==> config.mk <==
export PLATFORM = sky130hd
export DESIGN_NAME = serial_audio_rx
export DESIGN_NICKNAME = d
export VERILOG_FILES = /design/src/rtl/serial_audio_pkg.sv /design/src/rtl/lrck_timer.sv /design/src/rtl/frame_classifier.sv /design/src/rtl/sample_shifter.sv /design/src/rtl/frame_assembler.sv /design/src/rtl/serial_audio_rx.sv
export SDC_FILE = /design/constraint.sdc
export NUM_CORES = 1
export LEC_CHECK = 0
export BUFFER_PORTS_ARGS = -buffer_cell sky130_fd_sc_hd__buf_4
export CAP_MARGIN = 25
export CORE_ASPECT_RATIO = 1.2
export CORE_MARGIN = 2
export CORE_UTILIZATION = 59
export DETAILED_ROUTE_END_ITERATION = 12
export PLACE_DENSITY = 0.8
export RECOVER_POWER = 25
export SETUP_SLACK_MARGIN = 0.3
export SLEW_MARGIN = 20
export SYNTH_ARGS = -nofsm -noshare
export SYNTH_HDL_FRONTEND = slang
export SYNTH_SLANG_ARGS = --single-unit
==> constraint.sdc <==
create_clock -name clk_i -period 2.9 [get_ports clk_i]
set_input_delay 0.58 -clock clk_i [delete_from_list [all_inputs] [get_ports clk_i]]
set_output_delay 0.58 -clock clk_i [all_outputs]
set_load 0.01 [all_outputs]
==> src/rtl/serial_audio_pkg.sv <==
package serial_audio_pkg;
  typedef struct packed {
    logic any;     // level change seen at this edge
    logic rise;
    logic fall;
    logic synced;  // at least one change seen since reset
  } lr_evt_t;

  typedef enum logic [1:0] {CAP_I2S, CAP_RJ, CAP_DSP} cap_mode_e;
endpackage

==> src/rtl/lrck_timer.sv <==
module lrck_timer
  import serial_audio_pkg::*;
#(
  parameter int CNT_W = 8
) (
  input  logic             clk_i,
  input  logic             rst_ni,
  input  logic             lrck_i,
  output lr_evt_t          evt_o,
  output logic [CNT_W-1:0] len_o,
  output logic             lvl_o
);
  localparam logic [CNT_W-1:0] CNT_MAX = '1;

  logic             lrck_q;
  logic             synced_q;
  logic [CNT_W-1:0] cnt_q;

  always_comb begin
    evt_o.any    = lrck_i ^ lrck_q;
    evt_o.rise   = evt_o.any & lrck_i;
    evt_o.fall   = evt_o.any & ~lrck_i;
    evt_o.synced = synced_q;
  end

  // at a change edge len_o equals the length of the level just ended
  assign len_o = cnt_q;
  assign lvl_o = lrck_q;

  always_ff @(posedge clk_i or negedge rst_ni) begin
    if (!rst_ni) begin
      lrck_q   <= 1'b0;
      synced_q <= 1'b0;
      cnt_q    <= '0;
    end else begin
      lrck_q <= lrck_i;
      if (evt_o.any) begin
        synced_q <= 1'b1;
        cnt_q    <= CNT_W'(1);
      end else if (cnt_q != CNT_MAX) begin
        cnt_q <= cnt_q + CNT_W'(1);
      end
    end
  end
endmodule

==> src/rtl/frame_classifier.sv <==
module frame_classifier
  import serial_audio_pkg::*;
#(
  parameter int CNT_W    = 8,
  parameter int WORD_W   = 16,
  parameter int SYNC_MAX = 4
) (
  input  logic             clk_i,
  input  logic             rst_ni,
  input  lr_evt_t          evt_i,
  input  logic [CNT_W-1:0] len_i,
  output logic             sync_o,
  output logic             err_o,
  output logic             dsp_o
);
  localparam logic [CNT_W-1:0] SYNC_LEN = CNT_W'(SYNC_MAX);
  localparam logic [CNT_W-1:0] WORD_LEN = CNT_W'(WORD_W);

  logic dsp_q;

  assign sync_o = evt_i.fall & evt_i.synced & (len_i <= SYNC_LEN);
  // low gap between DSP frames is not length-checked
  assign err_o  = evt_i.any & evt_i.synced & ~sync_o & ~(evt_i.rise & dsp_q)
                & (len_i < WORD_LEN);
  assign dsp_o  = dsp_q;

  always_ff @(posedge clk_i or negedge rst_ni) begin
    if (!rst_ni)                      dsp_q <= 1'b0;
    else if (evt_i.fall && evt_i.synced) dsp_q <= sync_o;
  end
endmodule

==> src/rtl/sample_shifter.sv <==
module sample_shifter #(
  parameter int SR_W = 31
) (
  input  logic            clk_i,
  input  logic            rst_ni,
  input  logic            din_i,
  output logic [SR_W-1:0] sr_o
);
  logic [SR_W-1:0] sr_q;

  assign sr_o = sr_q;

  always_ff @(posedge clk_i or negedge rst_ni) begin
    if (!rst_ni) sr_q <= '0;
    else         sr_q <= {sr_q[SR_W-2:0], din_i};
  end
endmodule

==> src/rtl/frame_assembler.sv <==
module frame_assembler
  import serial_audio_pkg::*;
#(
  parameter int WORD_W = 16,
  parameter int CNT_W  = 8,
  localparam int SR_W  = 2*WORD_W - 1
) (
  input  logic              clk_i,
  input  logic              rst_ni,
  input  logic              fmt_i,
  input  logic              din_i,
  input  lr_evt_t           evt_i,
  input  logic [CNT_W-1:0]  len_i,
  input  logic              lvl_i,
  input  logic [SR_W-1:0]   sr_i,
  input  logic              sync_i,
  input  logic              err_i,
  input  logic              dsp_i,
  output logic [WORD_W-1:0] left_o,
  output logic [WORD_W-1:0] right_o,
  output logic              valid_o,
  output logic              err_o
);
  localparam int DCNT_W = $clog2(2*WORD_W + 1);
  localparam logic [DCNT_W-1:0] DCNT_MAX = '1;
  localparam logic [DCNT_W-1:0] DONE_A   = DCNT_W'(2*WORD_W);
  localparam logic [DCNT_W-1:0] DONE_B   = DCNT_W'(2*WORD_W - 1);
  localparam logic [CNT_W-1:0]  WORD_LEN = CNT_W'(WORD_W);

  cap_mode_e           mode;
  logic [WORD_W-1:0]   rj_word;
  logic [WORD_W-1:0]   i2s_word;
  logic [2*WORD_W-1:0] dsp_word;
  logic [DCNT_W-1:0]   done_at;
  logic [DCNT_W-1:0]   dcnt_q;
  logic                arm_q;
  logic                left_ok_q;
  logic [WORD_W-1:0]   left_hold_q;

  always_comb begin
    if (dsp_i || sync_i) mode = CAP_DSP;
    else if (fmt_i)      mode = CAP_RJ;
    else                 mode = CAP_I2S;
  end

  assign rj_word  = sr_i[WORD_W-1:0];
  assign i2s_word = {sr_i[WORD_W-2:0], din_i};
  assign dsp_word = {sr_i, din_i};
  assign done_at  = fmt_i ? DONE_B : DONE_A;

  always_ff @(posedge clk_i or negedge rst_ni) begin
    if (!rst_ni) begin
      left_o      <= '0;
      right_o     <= '0;
      valid_o     <= 1'b0;
      err_o       <= 1'b0;
      dcnt_q      <= DCNT_MAX;
      arm_q       <= 1'b0;
      left_ok_q   <= 1'b0;
      left_hold_q <= '0;
    end else begin
      valid_o <= 1'b0;
      err_o   <= err_i;

      // DSP: count edges from each rise; keep the frame only if the pulse proved short
      if (evt_i.rise)                 dcnt_q <= DCNT_W'(1);
      else if (dcnt_q != DCNT_MAX)    dcnt_q <= dcnt_q + DCNT_W'(1);

      if (evt_i.rise)                 arm_q <= 1'b0;
      else if (sync_i && evt_i.fall)  arm_q <= 1'b1;

      if (arm_q && dcnt_q == done_at) begin
        left_o  <= dsp_word[2*WORD_W-1:WORD_W];
        right_o <= dsp_word[WORD_W-1:0];
        valid_o <= 1'b1;
        arm_q   <= 1'b0;
      end

      if (err_i) begin
        left_ok_q <= 1'b0;
      end else if (mode == CAP_RJ && evt_i.any && evt_i.synced) begin
        if (lvl_i) begin
          left_hold_q <= rj_word;
          left_ok_q   <= 1'b1;
        end else if (left_ok_q) begin
          left_o    <= left_hold_q;
          right_o   <= rj_word;
          valid_o   <= 1'b1;
          left_ok_q <= 1'b0;
        end
      end else if (mode == CAP_I2S && evt_i.synced && len_i == WORD_LEN) begin
        if (!lvl_i) begin
          left_hold_q <= i2s_word;
          left_ok_q   <= 1'b1;
        end else if (left_ok_q) begin
          left_o    <= left_hold_q;
          right_o   <= i2s_word;
          valid_o   <= 1'b1;
          left_ok_q <= 1'b0;
        end
      end
    end
  end
endmodule

==> src/rtl/serial_audio_rx.sv <==
module serial_audio_rx
  import serial_audio_pkg::*;
#(
  parameter int WORD_W   = 16,
  parameter int CNT_W    = 8,
  parameter int SYNC_MAX = 4
) (
  input  logic              clk_i,
  input  logic              rst_ni,
  input  logic              lrck_i,
  input  logic              sdata_i,
  input  logic              fmt_sel_i,
  output logic [WORD_W-1:0] left_o,
  output logic [WORD_W-1:0] right_o,
  output logic              valid_o,
  output logic              frame_err_o
);
  localparam int SR_W = 2*WORD_W - 1;

  lr_evt_t          ev;
  logic [CNT_W-1:0] lvl_len;
  logic             lvl_cur;
  logic [SR_W-1:0]  sr;
  logic             is_sync;
  logic             len_err;
  logic             dsp_mode;

  lrck_timer #(.CNT_W(CNT_W)) u_timer (
    .clk_i  (clk_i),
    .rst_ni (rst_ni),
    .lrck_i (lrck_i),
    .evt_o  (ev),
    .len_o  (lvl_len),
    .lvl_o  (lvl_cur)
  );

  frame_classifier #(.CNT_W(CNT_W), .WORD_W(WORD_W), .SYNC_MAX(SYNC_MAX)) u_class (
    .clk_i  (clk_i),
    .rst_ni (rst_ni),
    .evt_i  (ev),
    .len_i  (lvl_len),
    .sync_o (is_sync),
    .err_o  (len_err),
    .dsp_o  (dsp_mode)
  );

  sample_shifter #(.SR_W(SR_W)) u_shift (
    .clk_i  (clk_i),
    .rst_ni (rst_ni),
    .din_i  (sdata_i),
    .sr_o   (sr)
  );

  frame_assembler #(.WORD_W(WORD_W), .CNT_W(CNT_W)) u_asm (
    .clk_i   (clk_i),
    .rst_ni  (rst_ni),
    .fmt_i   (fmt_sel_i),
    .din_i   (sdata_i),
    .evt_i   (ev),
    .len_i   (lvl_len),
    .lvl_i   (lvl_cur),
    .sr_i    (sr),
    .sync_i  (is_sync),
    .err_i   (len_err),
    .dsp_i   (dsp_mode),
    .left_o  (left_o),
    .right_o (right_o),
    .valid_o (valid_o),
    .err_o   (frame_err_o)
  );
endmodule

==> results.ini, run 1 <==
[synthesis]
synth_top_flop_cell=dfrtp_1
synth_area_leader_cell=dfrtp_1
synth_edf_count=0
synth_cell_types=52
yosysWarnings=0
synth_common_cells=94 x dfrtp_1, 36 x mux2i_1, 28 x nand2_1
ys_async_sr_fraction_pct=100.0
ys_seq_area_share_pct=56.54
synthCells=355
synthTopCellsByArea=dfrtp_1 53%, mux2i_1 8.1%, mux2_4 4.7%
synth_seq_cells=100
synthesis.nets=365
yosys.cell_count.top_type=dfrtp_1
avgSynthCellArea_sq_um=12.50
synthesis.area_sq_um=4439
synth_top_area_share_pct=52.99

[floorplanning]
core-area_sq_um=7274
io_pins=39
die_h_microns=99.02
dieArea_sq_um=8237
row_count=34
start_util_pct=61.03
die_x_microns=83.19

[drt]
ant_nets=0
dr.pass1.iters=4
drt_iter0_drc=177
route.vias.total=2879
routed_wl_microns=8371
avgViaCountPerCell=5.888
wire_per_inst_microns=17.12
route.detailed.drc=0

[global_route]
antenna_found_initial=0
use_met2_pct=34.62
grt_pass1_vias=2966
busiest_layer=met2
grt_pass1_wl_microns=14230
gr-total-overflow=0
use_met1_pct=28.92
grt_usage_pct=21.56
grt_max_degree=57
use_met3_pct=3.853

[worst_setup_path]
end_kind=flip-flop
arrival_ns=2.71
start_kind=flip-flop
cp_max_fo=8
worstSetupPathType=reg2reg
required_ns=3.14

[clock_tree]
clkSinkCount=100
cts_tree=done
hold_buffers=0
cts_max_path_buffers=2
cts_root_buf=clkbuf_8
cts_resized=0
htreeDepth=3
path_clk_slew_ns=0.09
clock_latency_ns=0.36
post_cts_buffers=0
cts-buffers-inserted=9

[place]
hpwl_microns=5568
gp_congestion=0.8147
portBuffers=38
preCtsSetupSlack_ns=0.08823

[run]
maxCapViolations=0

[sta]
timing.hold.ws_ns=0.3771
worstMarginPinSlew_ns=1.140
slew_viol_final=0
fmax_mhz=406.1
hold_viol=0
finalSetupViolCount=0
rsz0062_at_grt=no
finalCritPeriodShare_pct=84.92
fin_crit_ns=2.463
slew_headroom_pct=23.98
tns_ns=0
timing.final.ws_setup_ns=0.4374
fin_worst_skew_ns=0.01316

[pwr]
power_density_nw_per_um2=744.5
p_leak_nw=2.375
vdd_drop_max_v=0.0004259

[final_layout]
diodes=0
fillers=513
post-route-util_pct=69.02
fin_nets=404
drive_above_1_share_pct=27.32
syn_to_final_growth_pct=13.11

[worst_hold_path]
hp-class=reg2reg

[status]
status=finished clean

[metal layers]
| metal | up-vias | wire length, microns |
|---|---|---|
| li1 | 1370 | - |
| met1 | 1444 | 3662 |
| met2 | 55 | 4267 |
| met3 | 10 | 303 |
| met4 | 0 | 137 |
| met5 | - | 0 |
[worst max-delay path: stages (launching register included)]
cell and delay [ns]:
dfrtp_1 0.48, ha_1 0.38, nand4bb_1 0.33, a31oi_2 0.24
and2_1 0.30, o21ba_2 0.30, mux2_4 0.32
[through the flow]
stage	power, mW	area (sq um)	std cells
after global routing	3.963	5021	489
after detailed placement	2.902	4805	471
final	3.738	5021	489
after CTS	3.762	4997	487
after global placement	2.847	4805	471
after floorplan	2.476	4439	355
[where the power goes]
| group | switching (mW) | internal [mW] |
|---|---|---|
| clock | 0.464 | 0.399 |
| combinational | 0.410 | 0.497 |
| sequential | 0.237 | 1.73 |
[cell families after synthesis]
group | synth area share, %
simple gates | 10.09
buf+inv | 3.156
mux | 17.42
xor+xnor | 0.9867
fa+ha+maj | 1.409
compound gates | 10.40
flops | 56.54
[registers in the layout, summed over array words and instances (netlist names), 6 cells and up]
register and flops:
u_asm.left_o 16, u_asm.right_o 16, u_shift.sr_o 31, u_asm.left_hold_q 16, u_timer.len_o 8, u_asm.dcnt_q 6
[placed cells by master (no fill, tap or decap), types with 4 or more instances in the layout]
| cell | count |
|---|---|
| o21ai_0 | 19 |
| nor3_1 | 4 |
| nor2_1 | 11 |
| nand3_1 | 6 |
| a21oi_1 | 4 |
| o22ai_1 | 14 |
| nand2b_1 | 4 |
| mux2_4 | 14 |
| buf_4 | 42 |
| nand2_1 | 28 |
| clkbuf_8 | 9 |
| inv_1 | 6 |
| dfrtp_1 | 94 |
| a22oi_1 | 14 |
| mux2i_1 | 36 |
| a31oi_1 | 4 |
| ha_1 | 5 |
| mux2_2 | 18 |
| dfstp_2 | 6 |
[path summary, 6_finish.rpt]
path / start / endpoint / slack, ns / cells after the start
setup / recovery: u_timer.lvl_o / u_asm.left_o[13] / 0.44 / 6
setup reg to reg: u_timer.lvl_o / u_asm.left_o[13] / 0.44 / 6
hold / removal: u_shift.sr_o[28] / u_shift.sr_o[29] / 0.38 / 0
hold reg to reg: u_shift.sr_o[28] / u_shift.sr_o[29] / 0.38 / 0
max in group asynchronous: rst_ni / u_asm.dcnt_q[3] / 1.56 / 2
min in group asynchronous: rst_ni / u_asm.right_o[1] / 0.44 / 1
[area by class of cell]
cell class                      count  area, sq um  area share, %
Clock buffer                       10        127.6          2.542
Clock inverter                      6        65.06          1.296
Inverter                            6        22.52         0.4485
Multi-Input combinational cell    231         1836          36.56
Sequential cell                   100         2510          49.99
Tap cell                           90        112.6          2.243
Timing Repair Buffer               46        347.8          6.927
(Power assumes the default switching activity.)
==> run 2: changes to the inputs <==
==> constraint.sdc (replaced) <==
create_clock -name clk_i -period 2.3 [get_ports clk_i]
set_input_delay 0.46 -clock clk_i [delete_from_list [all_inputs] [get_ports clk_i]]
set_output_delay 0.46 -clock clk_i [all_outputs]
set_load 0.01 [all_outputs]
==> run 2 against run 1 <==
  * Largest cell class unchanged
  * The flow now finishes with violations (capacitance limit, slew limit)
  * Register-to-register slack worse by 0.23 ns
  * Clock power is 31% higher
  * Highest routed layer unchanged
  * Largest power group unchanged
  * Fmax is 18% higher
==> results.ini, run 2 (synthesis gave the netlist of run 1 again) <==
[status]
status=finished with violations
failed_checks=capacitance limit, slew limit

[worst_setup_path]
cp_slowest_stage_delay_ns=0.41  ; -0.07 ns
required_ns=2.55  ; -0.59 ns
critPathTopFamily=simple AND/OR/NAND/NOR gates
worstSetupPathType=reg2reg
crit_slowest_cell=dfrtp_1
path_buf_inv=3  ; +3
timing.critical_path.cells=buf_4 -> nor3_4 -> a31oi_4 -> and2_4 -> o21ba_4 -> buf_12 -> buf_12 -> mux2_4
start_kind=flip-flop
cp_max_fo=5  ; -3
crit_top_cell=buf_12
arrival_ns=2.34  ; -0.37 ns
end_kind=flip-flop

[global_route]
gr-total-overflow=0  ; unchanged
antenna_found_initial=0  ; unchanged
grt_max_degree=46  ; -19%
grt_pass1_wl_microns=15590  ; +9.6%
grt_pass1_vias=3176  ; +7.1%
grt_usage_pct=23.86  ; +2.3 points

[clock_tree]
cts-buffers-inserted=9  ; unchanged
clkSinkCount=100  ; unchanged
path_clk_slew_ns=0.09  ; about the same
cts_max_path_buffers=2  ; unchanged
htreeDepth=3  ; unchanged
cts_root_buf=clkbuf_8
clock_latency_ns=0.36  ; about the same
cts_tree=done

[final_layout]
syn_to_final_growth_pct=25.73
diodes=0  ; unchanged
final_common_cell=dfrtp_1
fin_nets=439  ; +8.7%
drive_above_1_share_pct=38.25  ; +11 points
largest_register_ffs=31  ; unchanged
final_cell_mix=91 x dfrtp_1, 64 x buf_4, 36 x mux2i_1, 28 x nand2_1, 17 x mux2_4

[sta]
worstMarginPinSlew_ns=1.912  ; +0.7712 ns
rsz0062_at_grt=yes
fin_worst_skew_ns=0.006634  ; -0.006523 ns
fin_crit_ns=2.088  ; -0.3742 ns
finalSetupViolCount=0  ; unchanged
timing.final.ws_setup_ns=0.2117  ; -0.2258 ns
fmax_mhz=478.9  ; +18%
tns_ns=0  ; unchanged
slew_headroom_pct=-27.44  ; -51 points
hold_viol=0  ; unchanged
slew_viol_final=35  ; +35
timing.hold.ws_ns=0.2716  ; -0.1055 ns
finalCritPeriodShare_pct=90.80  ; +5.9 points

[pwr]
p_leak_nw=2.649  ; +12%
vdd_drop_max_v=0.0005891  ; +38%
power_frac_seq_pct=50.5  ; -2.1 points
power_density_nw_per_um2=882.4  ; +19%
pwr-share-comb_pct=26.6  ; +2.3 points
internal-power_mw=3.449  ; +31%
clockPowerShare_pct=22.9  ; -0.2 points
p_sw_mw=1.476  ; +33%
netSwitchingFraction_pct=29.97  ; +0.23 points
power_mw=4.925  ; +32%

[place]
hpwl_microns=5836  ; +4.8%
gp_congestion=0.8508  ; +4.4%
portBuffers=38  ; unchanged
preCtsSetupSlack_ns=0.003590  ; -0.08464 ns

[drt]
route.vias.total=3099  ; +7.6%
route.detailed.drc=0  ; unchanged
routed_wl_microns=9627  ; +15%
dr.pass1.iters=5  ; +1
wire_per_inst_microns=18.37  ; +7.3%
ant_nets=0  ; unchanged
drt_iter0_drc=176  ; -0.56%
avgViaCountPerCell=5.914  ; +0.45%

[worst_hold_path]
hp-class=in2reg

[floorplanning]
row_count=34  ; unchanged
start_util_pct=61.03  ; unchanged
die_h_microns=99.02  ; unchanged
core-area_sq_um=7274  ; unchanged
dieArea_sq_um=8237  ; unchanged
die_x_microns=83.19  ; unchanged
io_pins=39  ; unchanged

[run]
maxCapViolations=1  ; +1

==> run 2: cell count changes in the layout (fill, tap and decap cells not counted), sizes merged <==
cell,previous run,this run
buf,43,80
clkbuf,13,15
clkinv,4,2
clkinvlp,1,0
inv,6,7
o21ba,3,1
==> run 2: path summary, 6_finish.rpt <==
check,slack [ns],end,cells after the start,from
max,0.21,u_asm.left_o[13],8,u_timer.len_o[7]
min,0.27,u_shift.sr_o[0],1,sdata_i
max reg2reg,0.21,u_asm.left_o[13],8,u_timer.len_o[7]
min reg2reg,0.38,u_shift.sr_o[18],0,u_shift.sr_o[17]
max in group asynchronous,0.52,u_shift.sr_o[23],2,rst_ni
min in group asynchronous,0.61,u_shift.sr_o[17],1,rst_ni
==> run 2: power by group through the flow <==
stage | logic [mW] | registers (mW) | clock network (mW)
finish | 1.31 | 2.49 | 1.13
CTS | 1.23 | 2.47 | 1.14
detailed placement | 1.17 | 2.51 | 0
global placement | 1.14 | 2.49 | 0
global route | 1.44 | 2.55 | 1.21
floorplan | 0.611 | 2.52 | 0
==> run 2: per-stage QoR <==
stage	instances	area (sq um)	util (%)
global placement	483	4970	68.32
detailed placement	483	4970	68.32
floorplan	355	4477	-
global route	524	5582	76.73
CTS	519	5453	74.96
finish	524	5582	76.73
==> run 2: repair_timing <==
action                                  CTS  global route
pin swaps                                 6             2
setup buffers                            18             5
hold buffers                              0             0
cloned                                    2             0
endpoints found under the setup margin   40            49
gates resized for setup                  18            27
==> run 2: routing by layer <==
layer	routed length, microns	vias up	share of wire [%]	track usage, %
li1	-	1440	-	-
met1	3968	1575	41	29.70
met2	5128	65	53	41.69
met3	360	19	3.7	3.685
met4	170	0	1.8	9.962
met5	0	-	0	0
==> run 2: cell type report <==
class	instances	area, sq um
clock buffers	12	145.1
clock inverters	4	48.80
fillers	443	1693
inverters	6	25.02
multi-input cells	229	1959
flip-flops and latches	100	2514
well taps	90	112.6
repair buffers	83	777.0
